==> src/rtl/irq_ctrl_pkg.sv <==
package irq_ctrl_pkg;
  localparam int REG_W  = 32;
  localparam int HALF_W = 16;

  typedef struct packed {
    logic statWr;
    logic maskWr;
    logic loLane;
    logic hiLane;
  } wrStrobe_t;

  typedef enum logic [1:0] {
    RD_NONE = 2'd0,
    RD_STAT = 2'd1,
    RD_MASK = 2'd2
  } rdSel_t;
endpackage

==> src/rtl/irq_ctrl_decode.sv <==
module irq_ctrl_decode
  import irq_ctrl_pkg::*;
#(
  parameter int ADDR_W   = 12,
  parameter int STAT_OFS = 'h070,
  parameter int MASK_OFS = 'h074
) (
  input  logic              clk,
  input  logic              rstN,
  input  logic [ADDR_W-1:0] busAddr,
  input  logic              busWrEn,
  input  logic              busWide,
  output wrStrobe_t         strb,
  output rdSel_t            rdSel,
  output logic              rdWide
);
  localparam logic [ADDR_W-1:0] STAT_A = ADDR_W'(STAT_OFS);
  localparam logic [ADDR_W-1:0] MASK_A = ADDR_W'(MASK_OFS);

  logic hitStat;
  logic hitMask;

  assign hitStat = (busAddr == STAT_A);
  assign hitMask = (busAddr == MASK_A);

  always_comb begin
    strb.statWr = busWrEn & hitStat;
    strb.maskWr = busWrEn & hitMask;
    strb.loLane = busWrEn & (hitStat | hitMask);
    strb.hiLane = busWrEn & (hitStat | hitMask) & busWide;
  end

  always_comb begin
    if (hitStat)      rdSel = RD_STAT;
    else if (hitMask) rdSel = RD_MASK;
    else              rdSel = RD_NONE;
  end

  assign rdWide = busWide;

  AST_ONE_TARGET: assert property (@(posedge clk) disable iff (!rstN)
    $onehot0({strb.statWr, strb.maskWr}));
  AST_LANE_LO: assert property (@(posedge clk) disable iff (!rstN)
    (strb.statWr || strb.maskWr) |-> strb.loLane);
  AST_NO_STRAY_WR: assert property (@(posedge clk) disable iff (!rstN)
    (!busWrEn) |-> (!strb.statWr && !strb.maskWr));
endmodule

==> src/rtl/irq_ctrl_regs.sv <==
module irq_ctrl_regs
  import irq_ctrl_pkg::*;
(
  input  logic             clk,
  input  logic             rstN,
  input  wrStrobe_t        strb,
  input  rdSel_t           rdSel,
  input  logic             rdWide,
  input  logic [REG_W-1:0] wrData,
  input  logic [REG_W-1:0] reqIn,
  output logic [REG_W-1:0] rdData,
  output logic             irqOut,
  output logic             chkPulse
);
  logic [REG_W-1:0] statQ;
  logic [REG_W-1:0] maskQ;
  logic [REG_W-1:0] statNext;
  logic [REG_W-1:0] maskNext;
  logic [REG_W-1:0] rdWord;
  logic             irqQ;
  logic             chkQ;

  for (genvar b = 0; b < REG_W; b++) begin : gBit
    logic laneHit;
    logic setVal;
    if (b < HALF_W) begin : gLo
      assign laneHit = strb.loLane;
    end else begin : gHi
      assign laneHit = strb.hiLane;
    end
    assign setVal      = statQ[b] | reqIn[b];
    assign statNext[b] = (strb.statWr && laneHit) ? (setVal & maskQ[b] & wrData[b]) : setVal;
    assign maskNext[b] = (strb.maskWr && laneHit) ? wrData[b] : maskQ[b];
  end

  always_ff @(posedge clk or negedge rstN) begin
    if (!rstN) begin
      statQ <= '0;
      maskQ <= '0;
      irqQ  <= 1'b0;
      chkQ  <= 1'b0;
    end else begin
      statQ <= statNext;
      maskQ <= maskNext;
      irqQ  <= |(statQ & maskQ);
      chkQ  <= strb.maskWr & (|(statNext & maskNext));
    end
  end

  always_comb begin
    case (rdSel)
      RD_STAT: rdWord = statQ;
      RD_MASK: rdWord = maskQ;
      default: rdWord = '0;
    endcase
    rdData = rdWide ? rdWord : {{(REG_W-HALF_W){1'b0}}, rdWord[HALF_W-1:0]};
  end

  assign irqOut   = irqQ;
  assign chkPulse = chkQ;

  AST_REQ_LATCHES: assert property (@(posedge clk) disable iff (!rstN)
    !strb.statWr |=> ((statQ & $past(reqIn)) == $past(reqIn)));
  AST_STAT_HOLDS: assert property (@(posedge clk) disable iff (!rstN)
    !strb.statWr |=> ((statQ & $past(statQ)) == $past(statQ)));
  AST_ACK_NO_NEW: assert property (@(posedge clk) disable iff (!rstN)
    strb.statWr |=> ((statQ & ~($past(statQ) | $past(reqIn))) == '0));
  AST_ACK_MASKED: assert property (@(posedge clk) disable iff (!rstN)
    (strb.statWr && strb.hiLane) |=> ((statQ & ~$past(maskQ)) == '0));
  AST_MASK_STABLE: assert property (@(posedge clk) disable iff (!rstN)
    !strb.maskWr |=> $stable(maskQ));
  AST_HALF_KEEP: assert property (@(posedge clk) disable iff (!rstN)
    ((strb.maskWr || strb.statWr) && !strb.hiLane) |=>
      (maskQ[REG_W-1:HALF_W] == $past(maskQ[REG_W-1:HALF_W])));
  AST_IRQ_RISE: assert property (@(posedge clk) disable iff (!rstN)
    (|(statQ & maskQ)) |=> irqOut);
  AST_IRQ_FALL: assert property (@(posedge clk) disable iff (!rstN)
    !(|(statQ & maskQ)) |=> !irqOut);
  AST_CHK_AFTER_MASK: assert property (@(posedge clk) disable iff (!rstN)
    chkPulse |-> $past(strb.maskWr));
  AST_CHK_PENDING: assert property (@(posedge clk) disable iff (!rstN)
    chkPulse |-> (|(statQ & maskQ)));
endmodule

==> src/rtl/irq_stat_ctrl.sv <==
module irq_stat_ctrl
  import irq_ctrl_pkg::*;
#(
  parameter int ADDR_W   = 12,
  parameter int STAT_OFS = 'h070,
  parameter int MASK_OFS = 'h074
) (
  input  logic              clk,
  input  logic              rstN,
  input  logic [ADDR_W-1:0] busAddr,
  input  logic              busWrEn,
  input  logic              busWide,
  input  logic [REG_W-1:0]  busWrData,
  output logic [REG_W-1:0]  busRdData,
  input  logic [REG_W-1:0]  reqIn,
  output logic              irqOut,
  output logic              checkPulse
);
  wrStrobe_t strb;
  rdSel_t    rdSel;
  logic      rdWide;

  irq_ctrl_decode #(
    .ADDR_W  (ADDR_W),
    .STAT_OFS(STAT_OFS),
    .MASK_OFS(MASK_OFS)
  ) uDecode (
    .clk    (clk),
    .rstN   (rstN),
    .busAddr(busAddr),
    .busWrEn(busWrEn),
    .busWide(busWide),
    .strb   (strb),
    .rdSel  (rdSel),
    .rdWide (rdWide)
  );

  irq_ctrl_regs uRegs (
    .clk     (clk),
    .rstN    (rstN),
    .strb    (strb),
    .rdSel   (rdSel),
    .rdWide  (rdWide),
    .wrData  (busWrData),
    .reqIn   (reqIn),
    .rdData  (busRdData),
    .irqOut  (irqOut),
    .chkPulse(checkPulse)
  );
endmodule

==> config.mk <==
export PLATFORM = sky130hd
export DESIGN_NAME = irq_stat_ctrl
export DESIGN_NICKNAME = d
export VERILOG_FILES = /design/src/rtl/irq_ctrl_pkg.sv /design/src/rtl/irq_ctrl_decode.sv /design/src/rtl/irq_ctrl_regs.sv /design/src/rtl/irq_stat_ctrl.sv
export SDC_FILE = /design/constraint.sdc
export NUM_CORES = 1
export LEC_CHECK = 0
export BUFFER_PORTS_ARGS = -buffer_cell sky130_fd_sc_hd__buf_2
export CORE_MARGIN = 2
export CORE_UTILIZATION = 52
export DETAILED_ROUTE_END_ITERATION = 8
export PLACE_DENSITY_LB_ADDON = 0.12
export SETUP_SLACK_MARGIN = 0.05
export SYNTH_ARGS = -nofsm -noshare
export SYNTH_HDL_FRONTEND = slang
export SYNTH_SLANG_ARGS = --single-unit
==> constraint.sdc <==
create_clock -name clk -period 2.4 [get_ports clk]
set_input_delay 0.12 -clock clk [delete_from_list [all_inputs] [get_ports clk]]
set_output_delay 0.12 -clock clk [all_outputs]
set_load 0.01 [all_outputs]
## Yosys cells after proc, flatten, opt, wreduce, memory -nomap -nowiden

Index checks and enable logic that the tools add are counted.
Widths: inputs -> output; s select.

- Flip-flop bits (word level): 66
- Latch bits: 0
- Bits in writable memories: 0
- ROM bits: 0
- Input bits: 80
- Word-level logic and storage cells: 186
- Memories: 0

- Add/sub/neg operators: 0
- Multiply operators: 0
- Divide/modulo/power cells: 0
- Order comparisons: 0
- Equality and inequality tests: 4
- Shift operators: 0
- Muxes and demuxes: 68
- Bitwise operators: 104
- Reductions and logical operators: 6

Operator list:

| operator | count |
|---|---|
| $and 1x1->1 | 69 |
| $and 32x32->32 | 2 |
| $mux 1 | 64 |
| $pmux 32 s2 | 1 |
| $reduce_or 32->1 | 2 |
| $or 1x1->1 | 33 |
| $mux 32 | 1 |
| $eq 12x7->1 const B | 2 |
| $logic_and 1x1->1 | 4 |
| $mux 2 | 2 |
| $eq 2x1->1 const B | 1 |
| $eq 2x2->1 const B | 1 |

## Longest topological paths before layout

Gate-level depths: netlist (run 1).

- Depth after elaboration: 9
- Mapped depth: 9
- Depth with buffers taken out: 7

## Cells and area by module

From an unflattened synthesis (run 1), not the netlist that was laid out.

- Cell total of the unflattened synthesis: 400
- Area, all modules: 3,677.3 µm²

By module, submodules not included:

| module | times used | cells an instance | area an instance (µm²) | sequential area each (µm²) |
|---|---|---|---|---|
| irq_ctrl_regs | 1 | 382 | 3,572.2 | 1,651.6 |
| irq_ctrl_decode | 1 | 18 | 105.1 | 0.0 |

## Worst setup path before layout (run 1)

No wires, ideal clock.

- Path kind: input-to-reg
- Start point: input port busAddr[10]
- End point: register uRegs.chkQ (netlist: uRegs.chkPulse)
- Library setup time: 0.145 ns
- Arrival: 2.338 ns
- Data required time: 2.255 ns
- Setup slack: -0.083 ns
- Stages: 8
- Buffers on the path: 1
- Cell sequence: or4_4 or4_1 buf_2 o22a_1 o21ai_1 or4b_1 nor4_1 a41oi_1

- Word-level cells in the longest chain between the ends: 9
- Elaborated cells between the ends (all ways): 78

Ends and longest elaborated chain:

| element | line | text |
|---|---|---|
| start: declaration | irq_stat_ctrl.sv:10 | `input logic [ADDR_W-1:0] busAddr,` |
| $eq 12x7->1, on equally long branches | irq_ctrl_decode.sv:23, irq_ctrl_decode.sv:24 |  |
| $or 1x1->1 | irq_ctrl_decode.sv:29, irq_ctrl_decode.sv:30 |  |
| $and 1x1->1 | irq_ctrl_decode.sv:29, irq_ctrl_decode.sv:30 |  |
| $and 1x1->1 | irq_ctrl_decode.sv:30 | `strb.hiLane = busWrEn & (hitStat \| hitMask) & busWide;` |
| $logic_and 1x1->1, on equally long branches | irq_ctrl_regs.sv:32, irq_ctrl_regs.sv:33 |  |
| $mux 1, on equally long branches | irq_ctrl_regs.sv:32, irq_ctrl_regs.sv:33 |  |
| $and 32x32->32 | irq_ctrl_regs.sv:46 | `chkQ <= strb.maskWr & (\|(statNext & maskNext));` |
| $reduce_or 32->1 | irq_ctrl_regs.sv:46 |  |
| $and 1x1->1 * | irq_ctrl_regs.sv:46 |  |
| end signal: assignment | irq_ctrl_regs.sv:46 |  |
| end: declaration | irq_ctrl_regs.sv:21 | `logic chkQ;` |

Every way passes the cells marked *; elsewhere a longest branch is shown, timed or not.

## Worst setup path in the final report (run 1)

- Start point: input port busAddr[10]
- End point: register uRegs.chkQ (netlist: uRegs.chkPulse)

- Word-level cells in the longest chain between the ends: 9
- Elaborated cells between the ends (all ways): 78

Ends and longest elaborated chain:

| element | line | text |
|---|---|---|
| $eq 12x7->1, on equally long branches | irq_ctrl_decode.sv:23, irq_ctrl_decode.sv:24 |  |
| $or 1x1->1 | irq_ctrl_decode.sv:30 |  |
| $and 1x1->1 (2 in series) | irq_ctrl_decode.sv:30 |  |
| $logic_and 1x1->1 * | irq_ctrl_regs.sv:33 | `assign maskNext[b] = (strb.maskWr && laneHit) ? wrData[b] : maskQ[b];` |
| $mux 1 * | irq_ctrl_regs.sv:33 |  |
| named net uRegs.maskNext[29] | irq_ctrl_regs.sv:18 | `logic [REG_W-1:0] maskNext;` |
| $and 32x32->32 * | irq_ctrl_regs.sv:46 |  |
| $reduce_or 32->1 * | irq_ctrl_regs.sv:46 |  |
| $and 1x1->1 * | irq_ctrl_regs.sv:46 |  |

The timed path passes the listed nets; every way through them passes the cells marked *.

==> results of run 1 <==
-- stage by stage --
stage / area (sq um) / setup TNS, ns
2_1_floorplan: 3720 / -0.0203
3_3_place_gp: 4500 / -0.0999
3_5_place_dp: 4500 / -0.153
4_1_cts: 4690 / 0
5_1_grt: 4690 / 0
6_report: 4690 / 0
-- per-layer routing --
| metal | track usage (%) | vias to the layer above | routed length (microns) |
|---|---|---|---|
| li1 | - | 1727 | - |
| met3 | 4.29 | 27 | 828 |
| met2 | 45.8 | 187 | 5190 |
| met1 | 42.5 | 1812 | 4990 |
| met4 | 12.4 | 0 | 313 |
| met5 | 0 | - | 0 |
-- worst max-delay path by stage --
stage / slack [ns] / to / start / cells after the start
global placement: -0.1 / uRegs.chkPulse$_DFF_PN0_ / busAddr[10] / 8
global route: 0.09 / uRegs.chkPulse$_DFF_PN0_ / busAddr[10] / 8
floorplan: -0.02 / uRegs.chkPulse$_DFF_PN0_ / busAddr[10] / 8
detailed placement: -0.15 / uRegs.chkPulse$_DFF_PN0_ / busAddr[10] / 8
finish: 0.21 / uRegs.chkPulse$_DFF_PN0_ / busAddr[10] / 8
CTS: 0.22 / uRegs.chkPulse$_DFF_PN0_ / busAddr[10] / 8
-- sequential cells by signal (all words and copies together) (netlist names) --
register / count
uRegs.chkPulse: 1
uRegs.statQ: 32
uRegs.maskQ: 32
uRegs.irqOut: 1
-- cell families (layout without fill, tap and decap cells) --
kind of cell	count (synthesis)	in the layout	share of synthesized area, %
AOI/OAI and AO/OA	91	91	16.1
and+or+nand+nor	163	163	19.9
DFF	66	66	44.5
muxes	62	62	17.7
buffers and inverters	17	150	1.75
-- area by class of cell --
| class | instances | area share (%) |
|---|---|---|
| clock buffer | 12 | 3.52 |
| clock inverter | 2 | 0.267 |
| tap | 96 | 2.56 |
| timing repair buffer | 134 | 15.5 |
| sequential | 66 | 35.2 |
| inverter | 2 | 0.160 |
| multi-input combinational | 316 | 42.8 |
-- worst max-delay path: stages --
cell and delay (ns):
buf_2 0.11, or4_4 0.57, nor4_4 0.47, mux2_2 0.40, a22oi_1 0.21, nor2_1 0.07
nor4_1 0.28, a41oi_1 0.14
-- repair_timing --
item                      CTS  global route
hold endpoints to repair   29             0
hold buffers                1             0
setup buffers               0             0
-- layout by cell type, fill, tap and decap left out, drive strengths merged --
cell type      n
nand3b         1
and3           1
or3b           2
or4b           1
o32ai          6
or4            4
o221ai         8
mux2          30
and4b          1
or3            1
a22oi         13
mux2i         32
a41oi          1
clkinv         1
o22a           3
nor2          89
nor4           5
nand3          5
dlygate4sd3    1
a221oi         2
a21boi         3
nand4b         1
dfrtp         66
o21ai         10
o2111ai        1
clkbuf        12
clkinvlp       1
a22o           2
nor3           1
o311ai         1
or2            5
o22ai         11
nand4          6
a21oi         30
buf          133
and4           1
inv            2
nand2         39
-- power breakdown --
| group | internal, uW | leakage [uW] | total [uW] | switching, uW |
|---|---|---|---|---|
| logic | 81.9 | 0.00135 | 183 | 102 |
| registers | 1110 | 0.000739 | 1120 | 2.81 |
| clock network | 447 | 0.0000903 | 871 | 424 |
==> metrics.md, run 1 <==
| Metric | Value |
|---|---|
| Status | `completed` |
| Layout cells sized above 1 | `35.5%` |
| Fmax | `0.456 GHz` |
| Leak | `between 0.002 and 0.0025 uW` |
| Filler cells | `around 600` |
| Gate Count Post-Synth | `399` |
| Commonest cells post-synth | `nor2_1 (89), dfrtp_1 (66), nand2_1 (39), mux2i_1 (32)` |
| CTS buffer count | `9` |
| Die height | `88.5 microns` |
| Sequential cell area | `about 1700 sq um` |
| CTS tree | `built` |
| Clock Tree Buf Depth | `2` |
| Clock latency on the worst-skew pair | `between 0.3 and 0.4 ns` |
| Ports | `around 110` |
| Power density over cell area | `463 nW/um^2` |
| Synth Register Bits | `66` |
| R2R Path Start | `uRegs.statQ[15]$_DFF_PN0_` |
| Sequential area share after synthesis | `44.5%` |
| Final ANT Viol Nets | `0` |
| Worst-path clk slew | `0.08 ns` |
| Unique masters post-synth | `40` |
| Setup Viol. Count Final | `0` |
| Starting DRT DRC Count | `approximately 300` |
| Final setup margin | `0.205 ns` |
| Syn Std Cell Area | `approximately 3700 sq um` |
| Hold wc startpoint | `reqIn[10]` |
| Syn Area/Cell | `9.31 sq um` |
| Yosys top cell area share | `44.5%` |
| Resized Gates After CTS | `0` |
| Worst Reg-to-Reg Cells | `7` |
| Ys flop type | `dfrtp_1` |
| Largest net degree at the start of global routing | `33` |
| Most common cell in the netlist | `nor2_1` |
| Final Util | `around two thirds` |
| Root Driver | `clkbuf_8` |
| Largest area contributor in the netlist | `dfrtp_1` |
| Syn nets | `approximately 480` |
| Hpwl dp | `8.47 mm` |
| Post-Route WL | `between 10 and 15 mm` |
| DIE WIDTH | `88.5 microns` |
| Gpl congestion | `0.901` |
| WL/cell | `18.0 microns` |
| Post-synth EDFFs | `0` |
| Via count | `approximately 3800` |
| Pre-antenna DRT Iters | `5` |
| Multi-input gate area | `2010 sq um` |
| Peak supply drop | `0.326 mV` |
| Hold Vio Cnt, Final | `0` |
| Global-route wire length before repair | `between 15 and 20 mm` |
| NumNets Final | `609` |
| Worst Hold Path EP | `uRegs.statQ[10]$_DFF_PN0_` |
| Placed cells | `613` |
| WHS | `0.0260 ns` |
| CTS sink count | `66` |
| Place WS | `-0.153 ns` |
| Initial Util | `54.1%` |
| Startpoint types | `primary input` |
| CP Capture Type | `flop` |
| Die area | `7840 sq um` |
| Worst r2r dst | `uRegs.chkPulse$_DFF_PN0_` |
| Worst slew pin tran | `0.718 ns` |
| DRC | `0` |
| Drt via density | `5.98` |
| CTS H-tree lvls | `3` |
| Vias in the first global route | `3464` |
| # port buffers | `approximately 110` |
| Total track usage | `29.8%` |
| Critical Path RT | `between 2 and 3 ns` |
| Crit Path Class | `in2reg` |
| Crit path max fanout | `5` |
| MaxCap Viol Count | `0` |
| Slew Limit Fails | `0` |
| Diode count | `0` |
| Pwr Total | `2170 uW` |
| Site row count | `30` |
| Period utilisation layout | `between 90% and 100%` |
| Crit path time final | `2.19 ns` |
| Area growth syn-to-layout | `26.3%` |
| Final std cells w/o fill | `628` |
| RSZ-0062 raised after global routing | `false` |
| Total core area | `between 6000 and 7000 sq um` |
| Ys Warns | `0` |
| Antenna violations before repair | `0` |
| CP Data Arrival Time | `roughly 2.4 ns` |
| Skew final | `0.0110 ns` |
| Synth area leaders | `dfrtp_1 (44%), mux2_2 (9.1%), nor2_1 (9.0%)` |
| GR Overflow Total | `0` |
| Min-Delay Path Class | `in2reg` |
| Async SR Flop Fraction | `100%` |
| Max-slew headroom | `52.1%` |
| R2R setup slack | `around 0.37 ns` |
| Hold depth | `3` |
Power figures use the tool's default switching activity.
==> inputs of run 2 (changes only) <==
--- a/config.mk
+++ b/config.mk
@@ -6,8 +6,9 @@
 export NUM_CORES = 1
 export LEC_CHECK = 0
 export BUFFER_PORTS_ARGS = -buffer_cell sky130_fd_sc_hd__buf_2
+export CORE_ASPECT_RATIO = 2
 export CORE_MARGIN = 2
-export CORE_UTILIZATION = 52
+export CORE_UTILIZATION = 40
 export DETAILED_ROUTE_END_ITERATION = 8
 export PLACE_DENSITY_LB_ADDON = 0.12
 export SETUP_SLACK_MARGIN = 0.05
==> metrics.md, run 2 (same netlist as run 1, synthesis figures left out) <==
| Metric | Value |
|---|---|
| Global-route wire length before repair | `19.0 mm (+9.3%)` |
| Setup Viol. Count Final | `0 (unchanged)` |
| Power density over cell area | `524 nW/um^2 (+13%)` |
| GR Overflow Total | `0 (unchanged)` |
| CTS tree | `built` |
| Starting DRT DRC Count | `166 (-44%)` |
| Clock Tree Buf Depth | `2 (unchanged)` |
| Site row count | `49 (+63%)` |
| Leak | `0.00227 uW (+3.9%)` |
| Hpwl dp | `9.50 mm (+12%)` |
| Most common cell after layout, fill and taps aside | `buf_2` |
| Die area | `10100 sq um (+29%)` |
| WL/cell | `19.2 microns (+6.7%)` |
| CTS sink count | `66 (unchanged)` |
| CP Launch Point | `busAddr[10]` |
| Worst r2r dst | `uRegs.chkPulse$_DFF_PN0_` |
| Layout cells sized above 1 | `36.4% (+0.84 points)` |
| Max-slew headroom | `42.4% (-9.7 points)` |
| Initial Util | `41.2% (-13 points)` |
| Startpoint types | `primary input` |
| Die height | `140 microns (+58%)` |
| Multi-input gate area | `2010 sq um (+0.31%)` |
| Post-Place Cell Area | `4570 sq um (+1.4%)` |
| MaxCap Viol Count | `0 (unchanged)` |
| DRC | `0 (unchanged)` |
| RSZ-0062 raised after global routing | `false` |
| Period utilisation layout | `92.8% (+1.4 points)` |
| Post-Route WL | `12.3 mm (+9.1%)` |
| Root Driver | `clkbuf_16` |
| Failing checks | `hold timing` |
| Ports | `114 (unchanged)` |
| Top flop regs | `uRegs.maskQ: 32 flops, uRegs.statQ: 32 flops` |
| Hold Vio Cnt, Final | `14 (+14)` |
| CP Data Arrival Time | `2.42 ns (+0.03 ns)` |
| Min-Delay Path Class | `in2async` |
| Crit path time final | `2.23 ns (+0.0327 ns)` |
| Placed cells | `625 (+2.0%)` |
| Final ANT Viol Nets | `0 (unchanged)` |
| Worst-path clk slew | `0.05 ns (-0.03 ns)` |
| Status | `complete, but fails checks` |
| Sequential cell area | `1650 sq um (unchanged)` |
| Gpl congestion | `0.887 (-1.6%)` |
| Vias in the first global route | `3657 (+5.6%)` |
| CP Capture Type | `flop` |
| Final std cells w/o fill | `642 (+2.2%)` |
| DIE WIDTH | `72.1 microns (-18%)` |
| Area growth syn-to-layout | `30.9%` |
| Skew final | `0.00500 ns (-0.00604 ns)` |
| Hold buffers post-CTS | `0 (-1)` |
| Slew Limit Fails | `0 (unchanged)` |
| NumNets Final | `614 (+0.82%)` |
| Crit Path Class | `in2reg` |
| Most frequent cells in the layout | `buf_2 (113), nor2_1 (89), dfrtp_1 (66)` |
| Clock latency on the worst-skew pair | `0.33 ns (-0.02 ns)` |
| Total track usage | `24.9% (-4.8 points)` |
| Worst slew pin tran | `0.864 ns (+0.146 ns)` |
| # port buffers | `113 (unchanged)` |
| Via count | `3674 (-2.1%)` |
| Crit path max fanout | `3 (-2)` |
| Largest net degree at the start of global routing | `67 (+100%)` |
| Total core area | `9010 sq um (+31%)` |
| WHS | `-0.0239 ns (-0.0499 ns)` |
| CTS H-tree lvls | `3 (unchanged)` |
| Critical Path RT | `2.60 ns (about the same)` |
| Peak supply drop | `0.412 mV (+27%)` |
| CTS buffer count | `9 (unchanged)` |
| Worst Reg-to-Reg Cells | `7 (unchanged)` |
| Final Util | `53.9% (-14 points)` |
| Filler cells | `875 (+49%)` |
| Antenna violations before repair | `1 (+1)` |
| Drt via density | `5.72 (-4.2%)` |
| Fmax | `0.449 GHz (-1.5%)` |
| R2R setup slack | `0.31 ns (-0.06 ns)` |
| Pre-antenna DRT Iters | `4 (-1)` |
| R2R Path Start | `uRegs.statQ[20]$_DFF_PN0_` |
| Cell area after layout | `4860 sq um (+3.6%)` |
| Critical Path Sink | `uRegs.chkPulse$_DFF_PN0_` |
[run 2: changes by cell type in the layout (fill, tap and decap cells not counted), sizes merged]
cell and delta:
buf +6, clkbuf +2, clkinv +1, clkinvlp -1
diode +1, dlygate4sd3 -1
[run 2: metrics by stage]
| stage | total power [uW] | TNS [ns] | worst slack [ns] | hold slack [ns] |
|---|---|---|---|---|
| final | 2550 | 0 | 0.173 | -0.0239 |
| after global routing | 2630 | 0 | 0.0583 | 0.0517 |
| after CTS | 2570 | 0 | 0.159 | 0.0261 |
| after detailed placement | 1330 | -0.200 | -0.200 | 0.370 |
| after global placement | 1330 | -0.136 | -0.136 | 0.371 |
| after floorplan | 1190 | -0.0203 | -0.0203 | -0.176 |
[run 2: how the worst min path moves through the flow]
stage                 startpoint                       end  slack [ns]  depth (start not counted)
floorplan                   rstN  uRegs.chkPulse$_DFF_PN0_       -0.18                          0
global placement    busWrData[3]  uRegs.maskQ[3]$_DFF_PN0_        0.37                          3
detailed placement  busWrData[3]  uRegs.maskQ[3]$_DFF_PN0_        0.37                          3
CTS                         rstN  uRegs.maskQ[2]$_DFF_PN0_        0.03                          2
global route                rstN  uRegs.statQ[2]$_DFF_PN0_        0.05                          2
finish                      rstN  uRegs.statQ[0]$_DFF_PN0_       -0.02                          2
[run 2: area by class of cell]
cell class,count,share of cell area (%)
timing repair buffer,139,15.9
sequential,66,34.0
multi-input combinational,316,41.4
clock inverter,2,0.206
antenna,1,0.0515
tap,102,2.63
clock buffer,14,5.64
inverter,2,0.154
[run 2: repair_timing]
action	in CTS	in global routing
resized for setup	0	1
endpoints found under the setup margin	0	1
setup buffers	0	0
[run 2: layer usage]
metal / up-vias / track usage, % / wire length [microns]
met5: - / 0 / 0
met4: 0 / 13.3 / 506
met3: 27 / 4.53 / 408
met2: 105 / 43.5 / 6800
met1: 1799 / 27.9 / 4630
li1: 1743 / - / -
[run 2: where the power goes]
part	switching (uW)	total, uW	internal (uW)
clock network	460	1240	780
logic	105	189	83.1
registers	2.85	1120	1120
total	568	2550	1980
[run 2: worst max-delay path, cell delays in order]
cell and delay, ns:
buf_2 0.11, or4_4 0.57, or4_4 0.46, o22a_1 0.21, o21ai_1 0.06, or4b_1 0.46
nor4_2 0.30, a41oi_1 0.14
==> inputs of run 3 (changes only) <==
--- a/config.mk
+++ b/config.mk
@@ -6,9 +6,11 @@
 export NUM_CORES = 1
 export LEC_CHECK = 0
 export BUFFER_PORTS_ARGS = -buffer_cell sky130_fd_sc_hd__buf_2
+export CAP_MARGIN = 15
 export CORE_ASPECT_RATIO = 2
 export CORE_MARGIN = 2
 export CORE_UTILIZATION = 40
+export CTS_BUF_LIST = sky130_fd_sc_hd__clkbuf_8
 export DETAILED_ROUTE_END_ITERATION = 8
 export PLACE_DENSITY_LB_ADDON = 0.12
 export SETUP_SLACK_MARGIN = 0.05
==> metrics.md, run 3 (same netlist as run 1, synthesis figures left out) <==
| Metric | Value |
|---|---|
| Vias in the first global route | `3701 (+1.2%)` |
| Filler cells | `890 (+1.7%)` |
| Post-Route WL | `12.2 mm (-1.5%)` |
| Power density over cell area | `457 nW/um^2 (-13%)` |
| Initial Util | `41.2% (unchanged)` |
| Crit path max fanout | `3 (unchanged)` |
| Most frequent cells in the layout | `buf_2 (113), nor2_1 (89), dfrtp_1 (66)` |
| DIE WIDTH | `72.1 microns (unchanged)` |
| Most used cell along the critical path | `or4_4` |
| Met3 Use GR | `3.60% (-0.94 points)` |
| Clock latency on the worst-skew pair | `0.34 ns (about the same)` |
| Critical Path RT | `2.61 ns (about the same)` |
| Period utilisation layout | `93.1% (+0.32 points)` |
| Slew Limit Fails | `0 (unchanged)` |
| DRC | `0 (unchanged)` |
| Slowest cell delay on critical path | `0.57 ns (about the same)` |
| Clock Tree Buf Depth | `2 (unchanged)` |
| Via count | `3658 (-0.44%)` |
| Hold buffers post-CTS | `0 (unchanged)` |
| Final Util | `52.7% (-1.2 points)` |
| Failing checks | `hold timing` |
| Hold Vio Cnt, Final | `62 (+48)` |
| Worst-path cell chain | `buf_2 > or4_4 > or4_4 > o22a_1 > o21ai_1 > or4b_1 > nor4_1 > a41oi_1` |
| Setup Buffers After CTS | `0 (unchanged)` |
| CP top delay family | `simple AND/OR/NAND/NOR gates` |
| Setup Viol. Count Final | `0 (unchanged)` |
| Min-Delay Path Class | `in2async` |
| Global-route wire length before repair | `19.0 mm (about the same)` |
| Largest net degree at the start of global routing | `67 (unchanged)` |
| WHS | `-0.0543 ns (-0.0305 ns)` |
| RSZ-0062 raised after global routing | `false` |
| Startpoint types | `primary input` |
| Hpwl dp | `9.50 mm (unchanged)` |
| CP max stage cell | `or4_4` |
| Most common cell after layout, fill and taps aside | `buf_2` |
| Pwr Total | `2170 uW (-15%)` |
| Top flop regs | `uRegs.maskQ: 32 flops, uRegs.statQ: 32 flops` |
| Peak supply drop | `0.339 mV (-18%)` |
| Post-Place Cell Area | `4570 sq um (unchanged)` |
| Final std cells w/o fill | `642 (unchanged)` |
| NumNets Final | `614 (unchanged)` |
| Area growth syn-to-layout | `28.0%` |
| Status | `complete, but fails checks` |
| CTS buffer count | `9 (unchanged)` |
| Met1 Usage GRT | `28.1% (+0.20 points)` |
| CP Data Arrival Time | `2.44 ns (+0.02 ns)` |
| Total core area | `9010 sq um (unchanged)` |
| CTS tree | `built` |
| # port buffers | `113 (unchanged)` |
| Cell area after layout | `4750 sq um (-2.2%)` |
| Ports | `114 (unchanged)` |
| Max-slew headroom | `42.7% (+0.32 points)` |
| Drt via density | `5.70 (-0.44%)` |
| Final ANT Viol Nets | `0 (unchanged)` |
| Total track usage | `24.8% (-0.14 points)` |
| Met2 global-route usage | `42.8% (-0.72 points)` |
| Die height | `140 microns (unchanged)` |
| Crit path time final | `2.24 ns (+0.00778 ns)` |
| Resized Gates After CTS | `0 (unchanged)` |
| Starting DRT DRC Count | `183 (+10%)` |
| Root Driver | `clkbuf_8` |
| MaxCap Viol Count | `0 (unchanged)` |
| Gpl congestion | `0.887 (unchanged)` |
| Pre-antenna DRT Iters | `4 (unchanged)` |
| Crit Path Class | `in2reg` |
| Skew final | `0.00482 ns (-0.000183 ns)` |
| Leak | `0.00223 uW (-1.7%)` |
| Worst-path clk slew | `0.07 ns (+0.02 ns)` |
| WL/cell | `18.9 microns (-1.5%)` |
| Site row count | `49 (unchanged)` |
| Layout cells sized above 1 | `36.2% (-0.19 points)` |
| Fmax | `0.447 GHz (-0.35%)` |
| Worst slew pin tran | `0.859 ns (-0.00487 ns)` |
| GR Overflow Total | `0 (unchanged)` |
| CTS H-tree lvls | `3 (unchanged)` |
| CP Capture Type | `flop` |
| Critical path buffer and inverter count | `1 (unchanged)` |
| CTS sink count | `66 (unchanged)` |
| Setup TNS | `0 ns (unchanged)` |
| Placed cells | `625 (unchanged)` |
| Busiest grt layer | `met2` |
| Antenna violations before repair | `1 (unchanged)` |
| Die area | `10100 sq um (unchanged)` |
==> run 3: routing by layer <==
metal  wire length [microns]  share of wire, %
met2                    6580                54
met1                    4510                37
met5                       0                 0
met4                     577               4.7
met3                     494               4.1
==> run 3: report_power, final <==
part / switching (uW) / internal (uW)
clock network: 418 / 449
logic: 105 / 83.1
registers: 2.83 / 1110
==> run 3: stage by stage <==
stage	hold slack, ns	setup slack, ns
final	-0.0543	0.165
after global placement	0.371	-0.136
after floorplan	-0.176	-0.0203
after global routing	0.0305	0.0532
after detailed placement	0.370	-0.200
after CTS	0.00328	0.183
==> run 3: final cells by class <==
cell class | count | area (sq um) | share of cell area [%]
clock inverter | 4 | 17.5 | 0.369
tap | 102 | 128 | 2.68
sequential | 66 | 1650 | 34.7
antenna | 1 | 2.50 | 0.0526
clock buffer | 12 | 165 | 3.47
inverter | 2 | 7.51 | 0.158
multi-input combinational | 316 | 2010 | 42.2
timing repair buffer | 139 | 773 | 16.3
==> run 3: final timing paths <==
| check | from | to | slack, ns | depth (start not counted) |
|---|---|---|---|---|
| worst min-delay path | rstN | uRegs.maskQ[2]$_DFF_PN0_ | -0.05 | 2 |
| worst max register to register | uRegs.statQ[20]$_DFF_PN0_ | uRegs.chkPulse$_DFF_PN0_ | 0.29 | 7 |
| max in group asynchronous | rstN | uRegs.maskQ[14]$_DFF_PN0_ | 1.88 | 2 |
| worst min register to register | uRegs.maskQ[3]$_DFF_PN0_ | uRegs.statQ[3]$_DFF_PN0_ | 0.58 | 2 |
| worst max-delay path | busAddr[10] | uRegs.chkPulse$_DFF_PN0_ | 0.16 | 8 |
| min in group clk | busWrData[3] | uRegs.maskQ[3]$_DFF_PN0_ | 0.02 | 3 |
==> run 3: worst reg2reg max path, stage by stage, from the launching register on <==
cell	delay, ns
dfrtp_1	0.41
nor2_1	0.19
o22ai_1	0.13
nor2_1	0.13
o311ai_0	0.15
or4b_1	0.48
nor4_1	0.33
a41oi_1	0.15
